**config.mk**
```make
export PLATFORM = sky130hd
export DESIGN_NAME = iso_dualbuf_engine
export DESIGN_NICKNAME = d
export VERILOG_FILES = /design/src/rtl/iso_ep_pkg.sv /design/src/rtl/ep_count_regs.sv /design/src/rtl/ep_out_writer.sv /design/src/rtl/ep_in_reader.sv /design/src/rtl/iso_dualbuf_engine.sv
export SDC_FILE = /design/constraint.sdc
export NUM_CORES = 1
export LEC_CHECK = 0
export ABC_CLOCK_PERIOD_IN_PS = 11600
export BUFFER_PORTS_ARGS = -buffer_cell sky130_fd_sc_hd__buf_4
export CORE_ASPECT_RATIO = 0.8
export CORE_UTILIZATION = 39
export DETAILED_ROUTE_END_ITERATION = 12
export PLACE_DENSITY_LB_ADDON = 0.1
export SLEW_MARGIN = 25
export SYNTH_ARGS = -nofsm -noshare
export SYNTH_HDL_FRONTEND = slang
export SYNTH_HIERARCHICAL = 1
export SYNTH_SLANG_ARGS = --single-unit
```
**constraint.sdc**
```tcl
create_clock -name clk -period 11.6 [get_ports clk]
set_input_delay 1.74 -clock clk [delete_from_list [all_inputs] [get_ports clk]]
set_output_delay 1.74 -clock clk [all_outputs]
set_load 0.05 [all_outputs]
```
**src/rtl/iso_ep_pkg.sv**
```systemverilog
`timescale 1ns/1ps
// Shared types for the isochronous dual-buffer endpoint engine.
// Assumes bytes-per-sample is coded as (bytes - 1) in two bits.
package iso_ep_pkg;
    typedef enum logic {BUF_X = 1'b0, BUF_Y = 1'b1} buf_sel_t;
    typedef enum logic {RD_IDLE = 1'b0, RD_SEND = 1'b1} rd_state_t;

    // Convert a bytes-per-sample code into a byte count of 1..4.
    function automatic logic [2:0] bps_bytes(input logic [1:0] code);
        return {1'b0, code} + 3'd1;
    endfunction
endpackage

```
**src/rtl/ep_count_regs.sv**
```systemverilog
`timescale 1ns/1ps
// Holds the two handoff words (NACK flag plus sample count), one per buffer.
// An update from the engine takes priority over a local write to the same buffer
// in the same cycle. Assumes the OUT and IN paths never complete in one cycle.
module ep_count_regs
    import iso_ep_pkg::*;
#(
    parameter int SIZE_W = 8
) (
    input  logic                  clk,
    input  logic                  rst_n,
    input  logic                  nack_init,
    input  logic                  out_done,
    input  buf_sel_t              out_sel,
    input  logic [SIZE_W-1:0]     out_cnt,
    input  logic                  in_done,
    input  buf_sel_t              in_sel,
    input  logic                  loc_wr,
    input  logic                  loc_sel,
    input  logic                  loc_nack,
    input  logic [SIZE_W-1:0]     loc_cnt,
    output logic [1:0]            nack,
    output logic [1:0][SIZE_W-1:0] cnt
);
    for (genvar b = 0; b < 2; b++) begin : g_buf
        localparam buf_sel_t ME = (b == 0) ? BUF_X : BUF_Y;
        logic              nack_r;
        logic [SIZE_W-1:0] cnt_r;
        logic              hit_out, hit_in, hit_loc;

        assign hit_out = out_done && (out_sel == ME);
        assign hit_in  = in_done && (in_sel == ME);
        assign hit_loc = loc_wr && (loc_sel == ME);

        // Update this buffer's handoff word; the engine wins over local writes.
        always_ff @(posedge clk) begin
            if (!rst_n) begin
                nack_r <= nack_init;
                cnt_r  <= '0;
            end else if (hit_out) begin
                nack_r <= 1'b1;
                cnt_r  <= out_cnt;
            end else if (hit_in) begin
                nack_r <= 1'b1;
            end else if (hit_loc) begin
                nack_r <= loc_nack;
                cnt_r  <= loc_cnt;
            end
        end

        assign nack[b] = nack_r;
        assign cnt[b]  = cnt_r;
    end
endmodule

```
**src/rtl/ep_out_writer.sv**
```systemverilog
`timescale 1ns/1ps
// OUT path: stores received bytes into the buffer picked by the frame LSB,
// clips at the buffer size, counts whole samples and reports packet completion.
// Assumes one byte per cycle at most and a first byte flagged by rx_sop.
module ep_out_writer
    import iso_ep_pkg::*;
#(
    parameter int ADDR_W = 8,
    parameter int SIZE_W = 8
) (
    input  logic              clk,
    input  logic              rst_n,
    input  logic              go,
    input  logic              frame_lsb,
    input  logic [1:0]        bps_code,
    input  logic [ADDR_W-1:0] x_base,
    input  logic [ADDR_W-1:0] y_base,
    input  logic [SIZE_W-1:0] x_size,
    input  logic [SIZE_W-1:0] y_size,
    input  logic              rx_valid,
    input  logic              rx_sop,
    input  logic              rx_eop,
    input  logic [7:0]        rx_data,
    output logic              wr_en,
    output logic [ADDR_W-1:0] wr_addr,
    output logic [7:0]        wr_data,
    output logic              done,
    output buf_sel_t          done_sel,
    output logic [SIZE_W-1:0] done_cnt,
    output logic              ovf_hit
);
    logic              active_q;
    buf_sel_t          sel_q;
    logic [SIZE_W-1:0] idx_q, samp_q;
    logic [1:0]        sub_q;

    logic              take, fits, sample_full;
    buf_sel_t          sel_c;
    logic [SIZE_W-1:0] idx_c, samp_c, samp_n, lim_c;
    logic [1:0]        sub_c, sub_n;
    logic [ADDR_W-1:0] base_c;

    // Decide what the current byte does: store, overflow, and/or finish the packet.
    always_comb begin
        take        = go && rx_valid && (rx_sop || active_q);
        sel_c       = rx_sop ? buf_sel_t'(frame_lsb) : sel_q;
        idx_c       = rx_sop ? '0 : idx_q;
        samp_c      = rx_sop ? '0 : samp_q;
        sub_c       = rx_sop ? 2'd0 : sub_q;
        lim_c       = (sel_c == BUF_X) ? x_size : y_size;
        base_c      = (sel_c == BUF_X) ? x_base : y_base;
        fits        = idx_c < lim_c;
        sample_full = (sub_c == bps_code);
        wr_en       = take && fits;
        wr_addr     = base_c + ADDR_W'(idx_c);
        wr_data     = rx_data;
        sub_n       = sub_c;
        samp_n      = samp_c;
        if (wr_en) begin
            if (sample_full) begin
                sub_n  = 2'd0;
                samp_n = samp_c + SIZE_W'(1);
            end else begin
                sub_n  = sub_c + 2'd1;
            end
        end
        ovf_hit  = take && !fits;
        done     = take && rx_eop;
        done_sel = sel_c;
        done_cnt = samp_n;
    end

    // Track packet progress between bytes.
    always_ff @(posedge clk) begin
        if (!rst_n) begin
            active_q <= 1'b0;
            sel_q    <= BUF_X;
            idx_q    <= '0;
            samp_q   <= '0;
            sub_q    <= 2'd0;
        end else if (take) begin
            active_q <= !rx_eop;
            sel_q    <= sel_c;
            idx_q    <= fits ? idx_c + SIZE_W'(1) : idx_c;
            samp_q   <= samp_n;
            sub_q    <= sub_n;
        end
    end
endmodule

```
**src/rtl/ep_in_reader.sv**
```systemverilog
`timescale 1ns/1ps
// IN path: on a token, checks the selected buffer's handoff word and either
// flags a zero-length packet or streams count*bytes-per-sample bytes out.
// Assumes a memory with one cycle of read latency; tokens while busy are dropped.
module ep_in_reader
    import iso_ep_pkg::*;
#(
    parameter int ADDR_W = 8,
    parameter int SIZE_W = 8
) (
    input  logic              clk,
    input  logic              rst_n,
    input  logic              go,
    input  logic              frame_lsb,
    input  logic [1:0]        bps_code,
    input  logic [ADDR_W-1:0] x_base,
    input  logic [ADDR_W-1:0] y_base,
    input  logic              tok,
    input  logic [1:0]        nack,
    input  logic [SIZE_W-1:0] cnt_x,
    input  logic [SIZE_W-1:0] cnt_y,
    output logic              rd_en,
    output logic [ADDR_W-1:0] rd_addr,
    output logic              tx_valid,
    output logic              tx_last,
    output logic              tx_zlp,
    output logic              done,
    output buf_sel_t          done_sel
);
    localparam int LEN_W = SIZE_W + 2;

    rd_state_t         state_q;
    buf_sel_t          sel_q;
    logic [LEN_W-1:0]  ptr_q, len_q;
    logic              zlp_q, rv_q, rl_q;

    buf_sel_t          sel_c;
    logic [SIZE_W-1:0] cnt_c;
    logic              nack_c, start, empty, last_c;
    logic [LEN_W-1:0]  len_c;

    // Evaluate the token against the handoff word and drive the read port.
    always_comb begin
        sel_c    = buf_sel_t'(frame_lsb);
        cnt_c    = (sel_c == BUF_X) ? cnt_x : cnt_y;
        nack_c   = (sel_c == BUF_X) ? nack[0] : nack[1];
        len_c    = LEN_W'(cnt_c) * LEN_W'(bps_bytes(bps_code));
        start    = go && tok && (state_q == RD_IDLE);
        empty    = nack_c || (cnt_c == '0);
        rd_en    = (state_q == RD_SEND);
        rd_addr  = ((sel_q == BUF_X) ? x_base : y_base) + ADDR_W'(ptr_q);
        last_c   = rd_en && (ptr_q == len_q - LEN_W'(1));
        done     = last_c || (start && !nack_c && (cnt_c == '0));
        done_sel = rd_en ? sel_q : sel_c;
    end

    // Sequence the reads and align output strobes with the memory latency.
    always_ff @(posedge clk) begin
        if (!rst_n) begin
            state_q <= RD_IDLE;
            sel_q   <= BUF_X;
            ptr_q   <= '0;
            len_q   <= '0;
            zlp_q   <= 1'b0;
            rv_q    <= 1'b0;
            rl_q    <= 1'b0;
        end else begin
            zlp_q <= start && empty;
            rv_q  <= rd_en;
            rl_q  <= last_c;
            case (state_q)
                RD_IDLE: if (start && !empty) begin
                    state_q <= RD_SEND;
                    sel_q   <= sel_c;
                    ptr_q   <= '0;
                    len_q   <= len_c;
                end
                RD_SEND: begin
                    ptr_q <= ptr_q + LEN_W'(1);
                    if (last_c) state_q <= RD_IDLE;
                end
                default: state_q <= RD_IDLE;
            endcase
        end
    end

    assign tx_valid = rv_q;
    assign tx_last  = rl_q;
    assign tx_zlp   = zlp_q;
endmodule

```
**src/rtl/iso_dualbuf_engine.sv**
```systemverilog
`timescale 1ns/1ps
// Top of the isochronous dual-buffer endpoint engine. Routes the OUT writer
// and IN reader onto one memory port, keeps the handoff words and the sticky
// overflow flag. Assumes configuration is stable while packets are in flight.
module iso_dualbuf_engine
    import iso_ep_pkg::*;
#(
    parameter int ADDR_W = 8,
    parameter int SIZE_W = 8
) (
    input  logic              clk,
    input  logic              rst_n,
    input  logic              cfg_ep_en,
    input  logic              cfg_iso_en,
    input  logic              cfg_dir_in,
    input  logic [1:0]        cfg_bps,
    input  logic [ADDR_W-1:0] cfg_x_base,
    input  logic [SIZE_W-1:0] cfg_x_size,
    input  logic [ADDR_W-1:0] cfg_y_base,
    input  logic [SIZE_W-1:0] cfg_y_size,
    input  logic              frame_num_lsb,
    input  logic              rx_valid,
    input  logic              rx_sop,
    input  logic              rx_eop,
    input  logic [7:0]        rx_data,
    input  logic              in_tok,
    output logic              tx_valid,
    output logic              tx_last,
    output logic              tx_zlp,
    output logic [7:0]        tx_data,
    output logic              mem_we,
    output logic              mem_re,
    output logic [ADDR_W-1:0] mem_addr,
    output logic [7:0]        mem_wdata,
    input  logic [7:0]        mem_rdata,
    input  logic              loc_wr,
    input  logic              loc_sel,
    input  logic              loc_nack,
    input  logic [SIZE_W-1:0] loc_count,
    input  logic              ovf_clr,
    output logic              x_nack,
    output logic [SIZE_W-1:0] x_count,
    output logic              y_nack,
    output logic [SIZE_W-1:0] y_count,
    output logic              ovf_flag
);
    logic                    ep_live, go_out, go_in;
    logic                    w_en, r_en, out_done, in_done, ovf_hit;
    logic [ADDR_W-1:0]       w_addr, r_addr;
    logic [7:0]              w_data;
    buf_sel_t                out_sel, in_sel;
    logic [SIZE_W-1:0]       out_cnt;
    logic [1:0]              nack;
    logic [1:0][SIZE_W-1:0]  cnt;
    logic                    ovf_q;

    assign ep_live = cfg_ep_en && cfg_iso_en;
    assign go_out  = ep_live && !cfg_dir_in;
    assign go_in   = ep_live && cfg_dir_in;

    ep_out_writer #(.ADDR_W(ADDR_W), .SIZE_W(SIZE_W)) out_i (
        .clk(clk), .rst_n(rst_n), .go(go_out), .frame_lsb(frame_num_lsb),
        .bps_code(cfg_bps), .x_base(cfg_x_base), .y_base(cfg_y_base),
        .x_size(cfg_x_size), .y_size(cfg_y_size),
        .rx_valid(rx_valid), .rx_sop(rx_sop), .rx_eop(rx_eop), .rx_data(rx_data),
        .wr_en(w_en), .wr_addr(w_addr), .wr_data(w_data),
        .done(out_done), .done_sel(out_sel), .done_cnt(out_cnt), .ovf_hit(ovf_hit)
    );

    ep_in_reader #(.ADDR_W(ADDR_W), .SIZE_W(SIZE_W)) in_i (
        .clk(clk), .rst_n(rst_n), .go(go_in), .frame_lsb(frame_num_lsb),
        .bps_code(cfg_bps), .x_base(cfg_x_base), .y_base(cfg_y_base),
        .tok(in_tok), .nack(nack), .cnt_x(cnt[0]), .cnt_y(cnt[1]),
        .rd_en(r_en), .rd_addr(r_addr),
        .tx_valid(tx_valid), .tx_last(tx_last), .tx_zlp(tx_zlp),
        .done(in_done), .done_sel(in_sel)
    );

    ep_count_regs #(.SIZE_W(SIZE_W)) cnt_i (
        .clk(clk), .rst_n(rst_n), .nack_init(cfg_dir_in),
        .out_done(out_done), .out_sel(out_sel), .out_cnt(out_cnt),
        .in_done(in_done), .in_sel(in_sel),
        .loc_wr(loc_wr), .loc_sel(loc_sel), .loc_nack(loc_nack), .loc_cnt(loc_count),
        .nack(nack), .cnt(cnt)
    );

    // Sticky overflow: a new overflow wins over a clear in the same cycle.
    always_ff @(posedge clk) begin
        if (!rst_n)       ovf_q <= 1'b0;
        else if (ovf_hit) ovf_q <= 1'b1;
        else if (ovf_clr) ovf_q <= 1'b0;
    end

    assign mem_we    = w_en;
    assign mem_re    = r_en;
    assign mem_addr  = w_en ? w_addr : r_addr;
    assign mem_wdata = w_data;
    assign tx_data   = mem_rdata;
    assign x_nack    = nack[0];
    assign y_nack    = nack[1];
    assign x_count   = cnt[0];
    assign y_count   = cnt[1];
    assign ovf_flag  = ovf_q;
endmodule

```
==> PnR_summary.wiki <==
{| class="wikitable"
! Metric !! Value
|-
| Result of the run || completed
|-
| Worst hold stages || 2
|-
| Total of cells resized after clock tree synthesis || 0
|-
| Overflow left after global routing || 0
|-
| Proportion of register bits with asynchronous set or reset after synthesis || 0%
|-
| Critical path endpoint category || output pin
|-
| Number of register bits inferred by synthesis || 64
|-
| Number of diodes || 0
|-
| Number of antenna violations at the first check in global routing || 0
|-
| Count of buffers added by post-CTS timing repair for setup || 0
|-
| Overall die width || between 100 and 150 um
|-
| Clock transition at the registers of the reported paths || about 0.060 ns
|-
| Number of hold violations in the final report || 0
|-
| Number of max-slew violations in the final report || 0
|-
| Power per cell area || 96.81 nW/um^2
|-
| Clock root cell || clkbuf_16
|-
| Critical Path AT || 5.24 ns
|-
| Buf/Inv on CP || 3
|-
| Routing usage on met1 || 29.26%
|-
| Clock latency on the worst-skew pair || roughly 0.33 ns
|-
| Remaining antenna violation count || 0
|-
| Crit Path Class || input pin to output pin
|-
| Maximum vdd drop || ~76 uV
|-
| Warning count from the yosys run || 6
|-
| Clock Sinks || 64
|-
| Startpoint Class || input pin
|-
| Category of cells accounting for the largest share of critical-path delay || multiplexers
|-
| Count of standard-cell rows || 39
|-
| Top cells by instance count after synthesis || 62 x dfxtp_1, 57 x nand2_1, 53 x nor2_1
|-
| Top-area cell type share of the netlist area || 21.72%
|-
| Netlist area before placement || 5714 sq um
|-
| Leakage component of the power || 0.002838 uW
|-
| Pin count of the biggest net entering global routing || 49
|-
| R2R cell count || 11
|-
| Critical path's largest stage delay || 0.71 ns
|-
| Remaining max-slew budget at the tightest pin || 44.99%
|-
| Die Height || approximately 110 um
|-
| Global Route met2 Usage || 32.29%
|-
| Top achievable clock speed || 0.1433 GHz
|-
| List of cells traversed by the critical path || buf_4, mux2i_4, mux2i_1, ha_1, nand4_1, a211oi_4, a21oi_4, nand2_1, inv_1, mux2_4, buf_4
|-
| Number of maximum-capacitance constraint violations || 0
|-
| Cell with the most instances on the worst path || buf_4
|-
| DRC viols || 0
|-
| Kind of path behind the tightest hold check || flip-flop to flip-flop
|-
| Detailed-placement wirelength estimate || ~12 mm
|-
| Required time worst endpoint || 9.86 ns
|-
| Largest cells by area after synthesis || dfxtp_1 22%, ha_1 7.7%, xnor2_1 4.9%, mux2i_1 4.7%, mux2_2 3.9%
|-
| Die area || 15140 sq um
|-
| Period utilization || between 60% and 70%
|-
| Detailed-routing iteration count for the pre-antenna-repair pass || 5
|-
| Final Util || between 40% and 50%
|-
| Gate count of the mapped netlist || 687
|-
| RSZ-0062 raised after global routing || false
|-
| Area leader, netlist || dfxtp_1
|-
| Setup TNS after final layout || 0 ns
|-
| Slowest cell on crit path || mux2i_4
|-
| Vias in the first global route || 4730
|-
| Count of routing violations after the opening detailed-route iteration || 369
|-
| Detail-routed net length per standard cell || 16.65 um
|-
| Top-level I/O count || 120
|-
| Overall via count from detail_route || 5086
|-
| Wire length of the first global-routing pass || 24.25 mm
|-
| Worst slack on hold paths || 0.4722 ns
|-
| Net count after synthesis || 803
|-
| Crit. path cell count || 11
|-
| Met3 GRT Util || 3.841%
|-
| Hold-fix buffers, CTS || 0
|-
| Mean area per synthesized cell || slightly above 8 sq um
|-
| Commonest register cell after synthesis || dfxtp_1
|-
| Number of levels the H-tree was split into || 3
|-
| Most common cell in the synthesized netlist || dfxtp_1
|-
| Post-synth EDFFs || 2
|-
| TritonCTS Buffers || 9
|-
| Critical Path Fanout Max || 29
|-
| Slew at the pin with the worst max-slew slack || 0.8221 ns
|-
| Core area || around 14000 sq um
|-
| Layout cells sized above 1 || 22.40%
|-
| Via density per instance || 5.498
|-
| Worst clock skew || between 0.009 and 0.01 ns
|-
| Grt peak-use layer || met2
|-
| Global-route total usage across every layer || 20.73%
|-
| Number of different library cells in the post-synthesis netlist || 73
|-
| Shortest clock period the worst path allows after layout || 6.976 ns
|-
| Net total in the final layout || 852
|-
| Number of buffers on the longest clock path || 2
|-
| Sequential-to-total area share from yosys stat || 22.77%
|-
| Starting utilization of the core area || 39.97%
|-
| Count of input and output buffers || between 80 and 90
|-
| Routed wire length || 15.40 mm
|-
| Layout area overhead || 15.17%
|-
| Final-report setup violation count || 0
|-
| GPL Wtd Cong || slightly below 0.9
|-
| CTS tree || yes
|}
[layer usage]
layer  up-vias  wire (um)  part of all wire, %
met5         -          0                    0
met4         0        135                 0.88
met3        20        714                  4.6
met2       117       7104                   46
met1      2419       7449                   48
li1       2530          -                    -
[worst reg2reg max path: cells and delay by family, from the launching register on]
kind,cells,cell delay [ns]
xor gates and xnor gates,1,0.35
muxes,2,0.89
and+or+nand+nor,3,1.02
adders and majority gates,1,0.27
AOI/OAI and AO/OA,4,0.68
DFF,1,0.36
[metrics by stage]
| step | instance area (sq um) | instances | setup WS (ns) | total power, uW |
|---|---|---|---|---|
| floorplan | 5714 | 687 | 4.986 | 338.8 |
| global placement | 6271 | 909 | 4.771 | 363.0 |
| detailed placement | 6271 | 909 | 4.635 | 365.0 |
| CTS | 6579 | 925 | 4.638 | 644.0 |
| global route | 6581 | 925 | 4.372 | 664.2 |
| finish | 6581 | 925 | 4.624 | 637.1 |
[flip-flops by register name (all words and copies together), names as in the netlist]
register	flops
cnt_i/g_buf.nack_r	2
out_i/samp_q	8
out_i/active_q	1
in_i/tx_valid	1
out_i/sub_q	2
out_i/sel_q	1
in_i/tx_zlp	1
ovf_flag	1
in_i/sel_q	1
cnt_i/g_buf.cnt_r	16
in_i/rd_en	1
in_i/ptr_q	10
in_i/len_q	10
in_i/tx_last	1
out_i/idx_q	8
[path summary, 6_finish.rpt]
check / startpoint / end / slack (ns)
worst max-delay path: rx_sop / mem_addr[3] / 4.62
worst min register to register: out_i/idx_q[7] / out_i/idx_q[7] / 0.47
worst max register to register: out_i/sel_q / cnt_i/g_buf[0].cnt_r[3] / 7.96
worst min-delay path: out_i/idx_q[7] / out_i/idx_q[7] / 0.47
[cell families (layout without fill, tap and decap cells)]
family / after synthesis / count (layout) / share of synthesized area, %
flip-flops: 64 / 64 / 22.77
buffers and inverters: 80 / 134 / 7.751
AO/OA/AOI/OAI: 132 / 132 / 16.05
multiplexers: 57 / 57 / 11.43
XOR/XNOR: 45 / 45 / 7.029
AND/OR/NAND/NOR: 265 / 265 / 24.15
adder cells (fa/ha/maj): 44 / 44 / 10.82
[report_power, final]
part	internal (uW)	switching, uW	total (uW)
clock	173	104	277
sequential	226	6.64	233
combinational	52.7	75.2	128
total	451	186	637
[cell type report]
cell class,count,area (sq um)
clock buffer,10,239.0
clock inverter,6,68.82
fill,1416,7716
inverter,31,116.4
multi-input combinational,543,3973
sequential,64,1301
tap,184,230.2
timing repair buffer,87,653.1
[cell usage in the layout, fill, tap and decap left out, types with 3 or more instances in the layout]
cell type / n
mux2_2: 20
a21o_1: 4
o41ai_1: 5
o21ai_0: 30
and3_1: 9
xor2_1: 12
inv_1: 29
a21oi_1: 29
nand2b_1: 12
nor4_1: 11
nor2_1: 53
nor2b_1: 23
mux2i_1: 27
fa_1: 9
ha_1: 35
nor3b_1: 3
dfxtp_1: 62
nand4_1: 12
o21ai_1: 8
clkbuf_16: 9
a211oi_2: 8
a211o_1: 3
and2_1: 6
clkinv_4: 3
o21a_1: 5
nand3_1: 41
a31oi_1: 12
buf_4: 87
mux2_4: 9
nor3_1: 13
nand2_1: 57
xnor2_1: 32
or2_2: 8
o211ai_1: 7
Power figures use the tool's default switching activity.
